`config.mk`:
```
export PLATFORM = sky130hd
export DESIGN_NAME = step_updown_ctr
export DESIGN_NICKNAME = d
export VERILOG_FILES = /design/src/rtl/step_ctr_pkg.sv /design/src/rtl/step_pick.sv /design/src/rtl/step_datapath.sv /design/src/rtl/disp_timer.sv /design/src/rtl/disp_ctrl.sv /design/src/rtl/step_updown_ctr.sv
export SDC_FILE = /design/constraint.sdc
export NUM_CORES = 1
export LEC_CHECK = 0
export ABC_AREA = 1
export BUFFER_PORTS_ARGS = -buffer_cell sky130_fd_sc_hd__buf_2
export CORE_ASPECT_RATIO = 1.75
export CORE_MARGIN = 1
export CORE_UTILIZATION = 24
export DETAILED_ROUTE_END_ITERATION = 8
export PLACE_DENSITY = 0.43
export RECOVER_POWER = 25
export SLEW_MARGIN = 20
export SYNTH_ARGS = -nofsm -noshare
export SYNTH_HDL_FRONTEND = slang
export SYNTH_SLANG_ARGS = --single-unit
```
`constraint.sdc`:
```
create_clock -name clk_i -period 6.5 [get_ports clk_i]
set_input_delay 1.625 -clock clk_i [delete_from_list [all_inputs] [get_ports clk_i]]
set_output_delay 1.625 -clock clk_i [all_outputs]
set_load 0.03 [all_outputs]
```
`src/rtl/step_ctr_pkg.sv`:
```
package step_ctr_pkg;
  localparam int unsigned N_STEPS = 4;
  localparam int unsigned IDX_W   = $clog2(N_STEPS);
  localparam int unsigned VAL_W   = 16;

  typedef enum logic {
    SHOW_COUNT = 1'b0,
    SHOW_STEP  = 1'b1
  } disp_state_e;

  function automatic logic [VAL_W-1:0] step_amount(input logic [IDX_W-1:0] idx);
    case (idx)
      2'd0:    step_amount = 16'd1;
      2'd1:    step_amount = 16'd5;
      2'd2:    step_amount = 16'd10;
      default: step_amount = 16'd20;
    endcase
  endfunction
endpackage

```
`src/rtl/step_pick.sv`:
```
module step_pick
  import step_ctr_pkg::*;
(
  input  logic [N_STEPS-1:0] req_i,
  output logic               valid_o,
  output logic [IDX_W-1:0]   idx_o
);
  logic [N_STEPS:0]   seen;
  logic [N_STEPS-1:0] grant;

  assign seen[0] = 1'b0;

  for (genvar i = 0; i < N_STEPS; i++) begin : g_pri
    assign grant[i]  = req_i[i] & ~seen[i];
    assign seen[i+1] = seen[i] | req_i[i];
  end

  assign valid_o = seen[N_STEPS];

  always_comb begin
    idx_o = '0;
    for (int i = 0; i < N_STEPS; i++) begin
      if (grant[i]) idx_o = IDX_W'(i);
    end
  end
endmodule

```
`src/rtl/step_datapath.sv`:
```
module step_datapath
  import step_ctr_pkg::*;
#(
  parameter int unsigned CNT_W = 16
) (
  input  logic             clk_i,
  input  logic             rst_ni,
  input  logic             mode_pulse_i,
  input  logic             en_i,
  input  logic             ldc_i,
  input  logic             sel_out_i,
  input  logic [IDX_W-1:0] idx_i,
  output logic [CNT_W-1:0] hex_o,
  output logic [CNT_W-1:0] cnt_o,
  output logic             sub_o
);
  logic [CNT_W-1:0] cnt_q, step_q, step_d;
  logic             sub_q, sub_eff;

  // mode flip is applied ahead of a step in the same cycle
  assign sub_eff = sub_q ^ mode_pulse_i;
  assign step_d  = CNT_W'(step_amount(idx_i));

  always_ff @(posedge clk_i or negedge rst_ni) begin
    if (!rst_ni) begin
      sub_q  <= 1'b0;
      cnt_q  <= '0;
      step_q <= '0;
    end else begin
      sub_q <= sub_eff;
      if (en_i) cnt_q <= sub_eff ? cnt_q - step_d : cnt_q + step_d;
      if (ldc_i) step_q <= step_d;
    end
  end

  assign hex_o = sel_out_i ? step_q : cnt_q;
  assign cnt_o = cnt_q;
  assign sub_o = sub_q;
endmodule

```
`src/rtl/disp_timer.sv`:
```
module disp_timer #(
  parameter int unsigned DISPLAY_CYCLES = 8
) (
  input  logic clk_i,
  input  logic rst_ni,
  input  logic load_i,
  input  logic run_i,
  output logic time_out_o
);
  localparam int unsigned TW = (DISPLAY_CYCLES > 1) ? $clog2(DISPLAY_CYCLES) : 1;
  localparam logic [TW-1:0] RELOAD = TW'(DISPLAY_CYCLES - 1);

  logic [TW-1:0] cnt_q;

  always_ff @(posedge clk_i or negedge rst_ni) begin
    if (!rst_ni)                   cnt_q <= '0;
    else if (load_i)               cnt_q <= RELOAD;
    else if (run_i && cnt_q != '0) cnt_q <= cnt_q - 1'b1;
  end

  assign time_out_o = run_i && (cnt_q == '0);
endmodule

```
`src/rtl/disp_ctrl.sv`:
```
module disp_ctrl
  import step_ctr_pkg::*;
(
  input  logic clk_i,
  input  logic rst_ni,
  input  logic step_valid_i,
  input  logic time_out_i,
  output logic en_o,
  output logic ldc_o,
  output logic sel_out_o
);
  disp_state_e state_q, state_d;

  always_comb begin
    state_d = state_q;
    if (step_valid_i)    state_d = SHOW_STEP;
    else if (time_out_i) state_d = SHOW_COUNT;
  end

  always_ff @(posedge clk_i or negedge rst_ni) begin
    if (!rst_ni) state_q <= SHOW_COUNT;
    else         state_q <= state_d;
  end

  assign en_o      = step_valid_i;
  assign ldc_o     = step_valid_i;
  assign sel_out_o = (state_q == SHOW_STEP);
endmodule

```
`src/rtl/step_updown_ctr.sv`:
```
module step_updown_ctr
  import step_ctr_pkg::*;
#(
  parameter int unsigned CNT_W          = 16,
  parameter int unsigned CLK_FREQ       = 100_000_000,
  parameter int unsigned DISPLAY_CYCLES = CLK_FREQ
) (
  input  logic               clk_i,
  input  logic               rst_ni,
  input  logic               mode_pulse_i,
  input  logic [N_STEPS-1:0] step_pulse_i,
  output logic [CNT_W-1:0]   hex_o
);
  logic             step_valid, en, ldc, sel_out, time_out, sub_mode;
  logic [IDX_W-1:0] step_idx;
  logic [CNT_W-1:0] cnt;

  step_pick u_pick (
    .req_i   (step_pulse_i),
    .valid_o (step_valid),
    .idx_o   (step_idx)
  );

  disp_ctrl u_ctrl (
    .clk_i        (clk_i),
    .rst_ni       (rst_ni),
    .step_valid_i (step_valid),
    .time_out_i   (time_out),
    .en_o         (en),
    .ldc_o        (ldc),
    .sel_out_o    (sel_out)
  );

  disp_timer #(.DISPLAY_CYCLES(DISPLAY_CYCLES)) u_timer (
    .clk_i      (clk_i),
    .rst_ni     (rst_ni),
    .load_i     (ldc),
    .run_i      (sel_out),
    .time_out_o (time_out)
  );

  step_datapath #(.CNT_W(CNT_W)) u_dp (
    .clk_i        (clk_i),
    .rst_ni       (rst_ni),
    .mode_pulse_i (mode_pulse_i),
    .en_i         (en),
    .ldc_i        (ldc),
    .sel_out_i    (sel_out),
    .idx_i        (step_idx),
    .hex_o        (hex_o),
    .cnt_o        (cnt),
    .sub_o        (sub_mode)
  );
endmodule

```
==> results.cfg <==
[routing]
drt-wirelength-per-cell_um = 13.81
first_pass_iters = 4
drc_errors = 0
ant_nets = 0
drt-total-wl_mm = 10.78
initialDrtViolationCount = 161
viasPerCell = 4.566
vias = 3566

[placement]
portBuffers = 22
hpwl_mm = 8.046
gp_congestion = 0.8287
post_dp_cell_area_mm2 = 0.003989

[synth]
syn_area_mm2 = 0.003710
yosys.area.top_type = dfrtp_1
synth_cells = 578
ys_top_cells_by_area = dfrtp_1 33%, nand2_1 22%, inv_1 7.5%
synth_top_family_by_area = simple AND/OR/NAND/NOR gates
synth-simple-area-share_pct = 41.82
yosysWarnings = 0
synthAdderAreaFrac_pct = 5.936
synth_compound_area_share_pct = 5.868
synth_mux_area_share_pct = 0
ys_ff_latch = 49
synthXorXnorAreaFrac_pct = 3.541
synth_cell_type_count = 32
yosysSeqAreaShare_pct = 33.05
synth.top_cell.area_share_pct = 33.05
syn_area_per_cell_um2 = 6.418
syn_nets = 602

[setup_path]
reg2reg_from = u_dp.sub_o
r2r_cells = 13
reg2reg_to = u_dp.cnt_o[7]
critPathLaunch = rst_ni
cp_slowest_cell = clkbuf_1
cpPeakStageDelay_ns = 2.10
cp_data_required_time_ns = 6.25
arrival_ns = 3.83
endpoint = u_dp.cnt_o[9]
crit_chain = buf_2, clkbuf_1
cpLargestDelayFamily = buffers and inverters
critPathMaxFanout = 49
cp-start-kind = input pin
worstSetupEndpointType = asynchronous set/reset pin
cp.depth = 2
r2r_slack_ns = 3.75
crit_type = input pin to asynchronous set/reset pin
worstPathBufferInverterCount = 2

[pwr]
peakVddDrop_mv = 0.1961
p_int_w = 0.0007824
pwr-share-comb_pct = 45.8
fin_total_pwr_w = 0.001343
sw_frac_of_total_pct = 41.72
p_per_area_mw_per_mm2 = 322.6
clkPwrFrac_pct = 24.0
p_leak_nw = 2.219
share_seq_of_total_power_pct = 30.1
switchingPower_w = 0.0005601

[clock_network]
postCtsSetupBuffers = 0
clk_pin_slew_worst_paths_ns = 0.07
cts.path.max_buffers = 2
cts-root-buf = clkbuf_16
cts_tree = built
cts_sinks = 49
h-tree-depth = 2
cts_resized = 0
clk_latency_ns = 0.30
cts_hold_buf = 0
cts_buffers = 5

[layout]
area_delta_synth_final_pct = 12.18
nets = 621
stdcell_area_mm2 = 0.004161
diodes = 0
post-route-util_pct = 27.77
drive_above_1_share_pct = 7.860

[global_route]
antenna_found_initial = 0
grt_max_degree = 50
grt_pass1_wl_mm = 17.77
grt_overflow = 0
first_global_vias = 3655
grt_usage_pct = 14.67

[run_status]
violations = max-capacitance violations, max-slew violations
status = finished, violations left

[die]
dieWidth_um = 95.99
io_pins = 23
fp-row-count = 59
core_mm2 = 0.01499
initial_core_util_pct = 24.76
die_h_um = 166.5
dieArea_mm2 = 0.01598

[sta]
period_share_pct = 62.73
fin_crit_ns = 4.078
setup_violations = 0
rsz0062_at_grt = false
hold_viol = 0
slew_headroom_pct = -98.92
hold_slack_ns = 0.4766
clock.fmax_mhz = 245.2
finalSetupTns_ns = 0
tightest_slew_ns = 2.984
fin_worst_skew_ns = 0.007954
finalMaxSlewViolations = 50

[run]
max_cap_violations = 1

[min_path]
min_from = u_dp.step_q[3]
min_path_cells = 2
min_path_type = flip-flop to flip-flop
## power groups by stage
stage / logic [W] / clock network [W] / registers (W)
after global placement: 0.000617 / 0 / 0.000409
after floorplan: 0.000484 / 0 / 0.000399
after detailed placement: 0.000625 / 0 / 0.000410
after global routing: 0.000719 / 0.000345 / 0.000414
after CTS: 0.000626 / 0.000335 / 0.000405
final: 0.000615 / 0.000323 / 0.000405
## area by class of cell
| class | count | area (um^2) |
|---|---|---|
| multi-input combinational | 441 | 2121 |
| timing repair buffer | 24 | 121.4 |
| sequential | 49 | 1226 |
| inverter | 76 | 287.8 |
| clock buffer | 6 | 138.9 |
| tap | 183 | 229.0 |
| fill | 1696 | 10820 |
| clock inverter | 2 | 37.54 |
## cell usage after synthesis
cell and instances:
nand2_2 3, nor2_1 71, nand2_4 1, nor2_2 1, inv_4 1, dfrtp_1 49
ha_1 16, nand3_1 49, inv_2 1, buf_6 2, inv_1 74, nand3b_1 2
fa_1 1, nor3_1 4, o21bai_1 2, xor2_1 9, xnor2_1 6, o21ai_1 12
nand4_1 12, buf_2 3, clkbuf_1 6, buf_8 1, o21ai_0 15, nand2_1 216
o22ai_1 1, a21oi_1 9, nor3_4 1, o21ai_4 1, nor2_4 2, or2_2 5
and3_1 1, and2_1 1
## per-stage QoR
stage | instances | worst slack (ns)
2_1_floorplan | 578 | 2.907
3_3_place_gp | 773 | 2.433
3_5_place_dp | 773 | 2.392
4_1_cts | 781 | 2.671
5_1_grt | 781 | 1.899
6_report | 781 | 2.423
## registers in the layout (all words and copies together) (netlist names)
signal and flops:
u_timer.cnt_q 27, u_dp.cnt_o 16, u_ctrl.sel_out_o 1, u_dp.step_q 4
u_dp.sub_o 1
## placed cells by master, fill, tap and decap left out, types with 12 or more instances in the layout
cell type / netlist / routed
nand4_1: 12 / 12
o21ai_0: 15 / 15
ha_1: 16 / 16
dfrtp_1: 49 / 49
nand2_1: 216 / 216
nor2_1: 71 / 71
buf_2: 3 / 22
inv_1: 74 / 74
o21ai_1: 12 / 12
nand3_1: 49 / 49
## worst min path at each step
stage,to,slack (ns)
after floorplan,u_dp.step_q[0],0.44
after global placement,u_dp.step_q[0],0.46
after detailed placement,u_dp.step_q[3],0.46
after CTS,u_dp.step_q[3],0.48
after global routing,u_dp.step_q[4],0.50
final,u_dp.step_q[3],0.48
## cell families after synthesis
logic type,Yosys count
adders and majority gates,17
AOI/OAI and AO/OA,40
xor gates and xnor gates,15
DFF,49
and+or+nand+nor,369
buffers and inverters,88
## metal layers
layer / global-route usage (%) / vias up / wire, um / share of wire [%]
li1: - / 1843 / - / -
met1: 14.31 / 1664 / 3949 / 37
met2: 29.54 / 39 / 6393 / 59
met3: 1.644 / 20 / 141 / 1.3
met4: 5.581 / 0 / 299 / 2.8
met5: 0 / - / 0 / 0
(Power assumes the default switching activity.)
